[src/rtl/dbgcmp_pkg.sv]
package dbgcmp_pkg;
  localparam int NUM_CH   = 3;
  localparam int NUM_FULL = 2;

  // strobes issued by control to the datapath tag queues
  typedef struct packed {
    logic [NUM_CH-1:0] push;
    logic [NUM_CH-1:0] pop;
    logic [NUM_CH-1:0] clear;
  } tagStrobes_t;

  // comparison results returned by the datapath
  typedef struct packed {
    logic [NUM_CH-1:0] busHit;
    logic [NUM_CH-1:0] fetchHit;
    logic [NUM_CH-1:0] headHit;
    logic [NUM_CH-1:0] tagFull;
    logic [NUM_CH-1:0] tagEmpty;
  } cmpFlags_t;
endpackage

[src/rtl/dbgcmp_datapath.sv]
module dbgcmp_datapath import dbgcmp_pkg::*; #(
  parameter int ADDR_W    = 16,
  parameter int DATA_W    = 16,
  parameter int TAG_DEPTH = 3
) (
  input  logic                       clk,
  input  logic                       rstN,
  input  logic [ADDR_W-1:0]          busAddr,
  input  logic [DATA_W-1:0]          busData,
  input  logic                       busRead,
  input  logic                       busWord,
  input  logic [ADDR_W-1:0]          exAddr,
  input  logic [NUM_CH-1:0]          cfgDirEn,
  input  logic [NUM_CH-1:0]          cfgDirRead,
  input  logic [NUM_FULL-1:0]        cfgSizeEn,
  input  logic [NUM_FULL-1:0]        cfgSizeWord,
  input  logic [NUM_FULL-1:0]        cfgDataEn,
  input  logic [NUM_CH*ADDR_W-1:0]   cfgAddr,
  input  logic [NUM_FULL*DATA_W-1:0] cfgData,
  input  tagStrobes_t                strobes,
  output cmpFlags_t                  flags
);
  localparam int CNT_W  = $clog2(TAG_DEPTH + 1);
  localparam int BYTE_W = DATA_W / 2;

  for (genvar ch = 0; ch < NUM_CH; ch++) begin : g_ch
    logic [ADDR_W-1:0] chAddr;
    logic              addrEq;
    logic              dirOk;
    assign chAddr = cfgAddr[ch*ADDR_W +: ADDR_W];
    assign addrEq = (busAddr == chAddr);
    assign dirOk  = !cfgDirEn[ch] || (busRead == cfgDirRead[ch]);
    assign flags.fetchHit[ch] = addrEq;

    if (ch < NUM_FULL) begin : g_full
      logic [DATA_W-1:0] chData;
      logic              sizeOk;
      logic              dataOk;
      assign chData = cfgData[ch*DATA_W +: DATA_W];
      assign sizeOk = !cfgSizeEn[ch] || (busWord == cfgSizeWord[ch]);
      assign dataOk = !cfgDataEn[ch] ||
                      (busWord ? (busData == chData)
                               : (busData[BYTE_W-1:0] == chData[BYTE_W-1:0]));
      assign flags.busHit[ch] = addrEq && dirOk && sizeOk && dataOk;
    end else begin : g_reduced
      assign flags.busHit[ch] = addrEq && dirOk;
    end

    // tag queue: slot 0 holds the oldest armed opcode address
    logic [TAG_DEPTH*ADDR_W-1:0] tagSlots;
    logic [CNT_W-1:0]            tagCount;
    logic [CNT_W-1:0]            wrIdx;
    assign wrIdx = strobes.pop[ch] ? tagCount - CNT_W'(1) : tagCount;

    always_ff @(posedge clk or negedge rstN) begin
      if (!rstN)                  tagCount <= '0;
      else if (strobes.clear[ch]) tagCount <= '0;
      else tagCount <= tagCount + CNT_W'(strobes.push[ch]) - CNT_W'(strobes.pop[ch]);
    end

    always_ff @(posedge clk) begin
      if (strobes.pop[ch]) tagSlots <= tagSlots >> ADDR_W;
      if (strobes.push[ch]) begin
        for (int k = 0; k < TAG_DEPTH; k++) begin
          if (wrIdx == CNT_W'(k)) tagSlots[k*ADDR_W +: ADDR_W] <= busAddr;
        end
      end
    end

    assign flags.tagEmpty[ch] = (tagCount == '0);
    assign flags.tagFull[ch]  = (tagCount == CNT_W'(TAG_DEPTH));
    assign flags.headHit[ch]  = (tagCount != '0) && (exAddr == tagSlots[ADDR_W-1:0]);

    assert_depth_bound_R8: assert property (@(posedge clk) disable iff (!rstN)
      tagCount <= CNT_W'(TAG_DEPTH));
    assert_pop_has_entry_R8: assert property (@(posedge clk) disable iff (!rstN)
      strobes.pop[ch] |-> tagCount != '0);
    assert_no_overflow_R8: assert property (@(posedge clk) disable iff (!rstN)
      (strobes.push[ch] && flags.tagFull[ch]) |-> strobes.pop[ch]);
    assert_clear_empties_R8: assert property (@(posedge clk) disable iff (!rstN)
      strobes.clear[ch] |=> tagCount == '0);
  end
endmodule

[src/rtl/dbgcmp_ctrl.sv]
module dbgcmp_ctrl import dbgcmp_pkg::*; (
  input  logic              clk,
  input  logic              rstN,
  input  logic              busValid,
  input  logic              busFetch,
  input  logic              exValid,
  input  logic              pipeFlush,
  input  logic [NUM_CH-1:0] cfgEnable,
  input  logic [NUM_CH-1:0] cfgTag,
  input  cmpFlags_t         flags,
  output tagStrobes_t       strobes,
  output logic [NUM_CH-1:0] matchQ
);
  logic [NUM_CH-1:0] matchNext;

  always_comb begin
    strobes   = '0;
    matchNext = '0;
    for (int ch = 0; ch < NUM_CH; ch++) begin
      strobes.clear[ch] = pipeFlush || !(cfgEnable[ch] && cfgTag[ch]);
      strobes.pop[ch]   = !strobes.clear[ch] && exValid && flags.headHit[ch];
      strobes.push[ch]  = !strobes.clear[ch] && busValid && busFetch &&
                          flags.fetchHit[ch] && (!flags.tagFull[ch] || strobes.pop[ch]);
      matchNext[ch]     = cfgEnable[ch] &&
                          (cfgTag[ch] ? strobes.pop[ch] : (busValid && flags.busHit[ch]));
    end
  end

  always_ff @(posedge clk or negedge rstN) begin
    if (!rstN) matchQ <= '0;
    else       matchQ <= matchNext;
  end

  for (genvar ch = 0; ch < NUM_CH; ch++) begin : g_chk
    assert_off_silent_R6: assert property (@(posedge clk) disable iff (!rstN)
      !cfgEnable[ch] |=> !matchQ[ch]);
    assert_strobe_gate_R10: assert property (@(posedge clk) disable iff (!rstN)
      (!cfgTag[ch] && !busValid) |=> !matchQ[ch]);
    assert_tag_waits_exec_R7: assert property (@(posedge clk) disable iff (!rstN)
      (cfgTag[ch] && !exValid) |=> !matchQ[ch]);
  end
endmodule

[src/rtl/dbg_access_cmp.sv]
module dbg_access_cmp import dbgcmp_pkg::*; #(
  parameter int ADDR_W    = 16,
  parameter int DATA_W    = 16,
  parameter int TAG_DEPTH = 3
) (
  input  logic                       clk,
  input  logic                       rstN,
  input  logic                       busValid,
  input  logic [ADDR_W-1:0]          busAddr,
  input  logic [DATA_W-1:0]          busData,
  input  logic                       busRead,
  input  logic                       busWord,
  input  logic                       busFetch,
  input  logic                       exValid,
  input  logic [ADDR_W-1:0]          exAddr,
  input  logic                       pipeFlush,
  input  logic [NUM_CH-1:0]          cfgEnable,
  input  logic [NUM_CH-1:0]          cfgTag,
  input  logic [NUM_CH-1:0]          cfgDirEn,
  input  logic [NUM_CH-1:0]          cfgDirRead,
  input  logic [NUM_FULL-1:0]        cfgSizeEn,
  input  logic [NUM_FULL-1:0]        cfgSizeWord,
  input  logic [NUM_FULL-1:0]        cfgDataEn,
  input  logic [NUM_CH*ADDR_W-1:0]   cfgAddr,
  input  logic [NUM_FULL*DATA_W-1:0] cfgData,
  output logic [NUM_CH-1:0]          match
);
  tagStrobes_t strobes;
  cmpFlags_t   flags;

  dbgcmp_datapath #(.ADDR_W(ADDR_W), .DATA_W(DATA_W), .TAG_DEPTH(TAG_DEPTH)) u_datapath (
    .clk(clk), .rstN(rstN), .busAddr(busAddr), .busData(busData),
    .busRead(busRead), .busWord(busWord), .exAddr(exAddr),
    .cfgDirEn(cfgDirEn), .cfgDirRead(cfgDirRead), .cfgSizeEn(cfgSizeEn),
    .cfgSizeWord(cfgSizeWord), .cfgDataEn(cfgDataEn), .cfgAddr(cfgAddr),
    .cfgData(cfgData), .strobes(strobes), .flags(flags)
  );

  dbgcmp_ctrl u_ctrl (
    .clk(clk), .rstN(rstN), .busValid(busValid), .busFetch(busFetch),
    .exValid(exValid), .pipeFlush(pipeFlush), .cfgEnable(cfgEnable),
    .cfgTag(cfgTag), .flags(flags), .strobes(strobes), .matchQ(match)
  );
endmodule

[config.mk]
export PLATFORM = sky130hd
export DESIGN_NAME = dbg_access_cmp
export DESIGN_NICKNAME = d
export VERILOG_FILES = /design/src/rtl/dbgcmp_pkg.sv /design/src/rtl/dbgcmp_datapath.sv /design/src/rtl/dbgcmp_ctrl.sv /design/src/rtl/dbg_access_cmp.sv
export SDC_FILE = /design/constraint.sdc
export NUM_CORES = 1
export LEC_CHECK = 0
export ABC_AREA = 1
export BUFFER_PORTS_ARGS = -buffer_cell sky130_fd_sc_hd__buf_2
export CELL_PAD_IN_SITES_DETAIL_PLACEMENT = 2
export CELL_PAD_IN_SITES_GLOBAL_PLACEMENT = 2
export CORE_ASPECT_RATIO = 1.2
export CORE_MARGIN = 2
export CORE_UTILIZATION = 32
export CTS_CLUSTER_DIAMETER = 120
export DETAILED_ROUTE_END_ITERATION = 6
export PLACE_DENSITY = 0.92
export SYNTH_ARGS = -nofsm -noshare
export SYNTH_HDL_FRONTEND = slang
export SYNTH_SLANG_ARGS = --single-unit
export TNS_END_PERCENT = 1
[constraint.sdc]
create_clock -name clk -period 4.2 [get_ports clk]
set_input_delay 0.63 -clock clk [delete_from_list [all_inputs] [get_ports clk]]
set_output_delay 0.63 -clock clk [all_outputs]
set_load 0.02 [all_outputs]
==> flow_summary.yaml <==
run_status:
  outcome: "finished, final reports clean"
clocking:
  insertion_delay_ps: 470
  cts_sinks: 153
  cts_setup_buffers: 0
  cts_tree: "built"
  cts_made_buffers: 17
  clkSlewWorstSetupHoldPaths_ps: 70
  post_cts_resized: 0
  postCtsHoldBufs: 0
  cts-htree-levels: 4
  cts_buffer_depth: 2
  root_buffer: "clkbuf_16"
critical_path:
  crit_path_start_kind: "flip-flop"
  crit_path_max_fanout: 35
  critPathMostFrequentCell: "nand2_1"
  crit_family: "simple AND/OR/NAND/NOR gates"
  cp.arrival_ps: 4170
  worstSetupPathType: "flip-flop to flip-flop"
  slowest_stage: "dfrtp_1"
  crit_buf_inv: 3
  required_ps: 4550
  critical-path-max-stage-delay_ps: 480
  cp-end-kind: "flip-flop"
  worstPathCellList: "inv_1 -> ha_1 -> nor2_1 -> nand2_1 -> nor2_1 -> nand2_1 -> nor2_4 -> nand3_4 -> buf_4 -> nand2_1 -> nand2_4 -> inv_4 -> nand3_4 -> nand2_1 -> nand2_1"
route:
  viasPerCell: 5.59
  vias: 13000
  drtIter0Drc: 1066
  drtPass1Iterations: 5
  wirelength_um: 58400
  drc: 0
  ant_nets: 0
  wire_per_inst_um: 25.1
grt:
  antenna_found_initial: 1
  grt-busiest-layer: "met2"
  grt_max_degree: 49
  gr-usage-met1_pct: 36.4
  grt_pass1_vias: 14800
  grt_pass1_wl_um: 88100
  grt_util_met2_pct: 61.0
  grt.total_usage_pct: 34.2
  overflow: 0
  use_met3_pct: 6.39
final_layout:
  fin_util_pct: 37.2
  register_area_sq_mm: 0.00311
  finalInstanceArea_sq_mm: 0.0120
  area_growth_pct: 14.4
  fillers: 4068
  mostFrequentLayoutCell: "nand2_1"
  diodes: 0
  mostFrequentLayoutCells: "nand2_1, inv_1, buf_2"
  drive_above_1_share_pct: 13.9
  multi_input_area_sq_mm: 0.00599
  nNetsFinal: 2073
pwr:
  pwr_density_cell_mw_per_mm2: 296
  ir_worst_vdd_mv: 0.300
  switching_power_mw: 1.10
  pwr-share-clk_pct: 45.9
  pwr-share-comb_pct: 12.6
  p_seq_share_pct: 41.5
  internal-power_mw: 2.47
  p_sw_share_pct: 30.9
  power.leakage_nw: 6.80
synthesis:
  synth_compound_area_share_pct: 5.62
  syn-instance-count: 1798
  synthSimpleGateAreaFrac_pct: 47.1
  synthAdderAreaFrac_pct: 1.43
  syn_area_sq_mm: 0.0105
  yosys.area.top_type_share_pct: 28.6
  ys_ff_latch: 153
  synth-seq-area-share_pct: 29.5
  synth.avg_cell_area_sq_um: 5.86
  synth_top_family_by_area: "simple AND/OR/NAND/NOR gates"
  synthXorXnorAreaFrac_pct: 2.83
  synth_area_leaders: "nand2_1, dfxtp_1, inv_1"
  yosys_warnings: 0
  synth_ff_type: "dfxtp_1"
  synth_cell_types: 35
  yosysTopAreaCell: "nand2_1"
  synthArstFlopShare_pct: 5.88
  synth-edff-count: 0
  syn_nets: 1964
  synth_mux_area_share_pct: 0
sta:
  finalHoldViolations: 0
  tightest_slew_ps: 815
  rsz0062_at_grt: "false"
  finalSetupViolations: 0
  skew_ps: 15.8
  fin_setup_tns_ps: 0
  timing.fmax_mhz: 262
  slew_headroom_pct: 45.5
  fin_crit_sh_pct: 90.9
  drv_slew: 0
  layout_setup_ws_ps: 381
  period_minus_slack_ps: 3820
placement:
  dp_slack_ps: 630
  gp_congestion: 0.928
  dpl-instance-area_sq_mm: 0.0115
  io_buffer_count: 156
  hpwl_um: 38900
run:
  maxCapViolations: 0
floorplanning:
  initial_core_util_pct: 32.6
  dieArea_sq_mm: 0.0344
  io_pins: 157
  die_w_um: 170
  rows: 72
  die_h_um: 203
  core_sq_mm: 0.0323
worst_hold_path:
  holdCritPathClass: "primary input to async pin"
synth_stat cells, types with 7 or more instances:
master	n
buf_2	38
buf_4	11
clkbuf_1	18
dfrtp_1	9
dfxtp_1	144
ha_1	12
inv_1	243
inv_2	22
nand2_1	801
nand3_1	97
nand3_4	7
nand4_1	91
nor2_1	109
nor2_2	7
o21ai_0	101
xnor2_1	10
xor2_1	24
stage by stage:
stage	cells	power (mW)	hold slack, ps
after global placement	2295	1.90	510
after CTS	2327	3.56	42.5
after floorplan	1798	1.71	334
final	2327	3.57	48.8
after global routing	2327	3.66	44.5
after detailed placement	2295	1.93	523
area by class of cell:
cell class / count / area share (%)
Timing Repair Buffer: 166 / 7.11
Tap cell: 407 / 4.23
Clock inverter: 10 / 0.893
Clock buffer: 22 / 3.85
Sequential cell: 153 / 25.8
Multi-Input combinational cell: 1302 / 49.8
Inverter: 267 / 8.36
registers in the layout, indices dropped and copies added (netlist names):
register and count:
u_datapath.g_ch.tagSlots 144, u_datapath.g_ch.tagCount 6, u_ctrl.matchQ 3
cell families (layout without fill, tap and decap cells):
group | count (synthesis) | count (layout)
adder cells (fa/ha/maj) | 12 | 12
flip-flops | 153 | 153
XOR/XNOR | 34 | 34
AND/OR/NAND/NOR | 1144 | 1144
AO/OA/AOI/OAI | 112 | 112
buffers and inverters | 343 | 465
routing by layer:
layer / part of all wire [%] / wire length [um]
met5: 0.031 / 18
met3: 5.4 / 3140
met4: 7.3 / 4240
met2: 50 / 29400
met1: 37 / 21500
path summary, 6_finish.rpt:
path / from / end / slack (ps) / cells after the start
min reg2reg: u_datapath.g_ch[1].tagSlots[42] / u_datapath.g_ch[1].tagSlots[42] / 540 / 4
max reg2reg: u_datapath.g_ch[2].tagCount[0] / u_datapath.g_ch[2].tagSlots[26] / 380 / 15
max: u_datapath.g_ch[2].tagCount[0] / u_datapath.g_ch[2].tagSlots[26] / 380 / 15
min: rstN / u_ctrl.matchQ[1] / 50 / 1
max in group asynchronous: rstN / u_datapath.g_ch[0].tagCount[1] / 3910 / 1
min in group clk: cfgEnable[2] / u_ctrl.matchQ[2] / 490 / 3
power by group through the flow:
stage | Combinational (mW) | Sequential [mW] | Clock [mW]
after floorplan | 0.203 | 1.51 | 0
after global placement | 0.387 | 1.51 | 0
after detailed placement | 0.420 | 1.51 | 0
after CTS | 0.442 | 1.48 | 1.64
after global routing | 0.479 | 1.48 | 1.70
final | 0.449 | 1.48 | 1.64
Note: power is estimated with default switching activity, not from simulation.
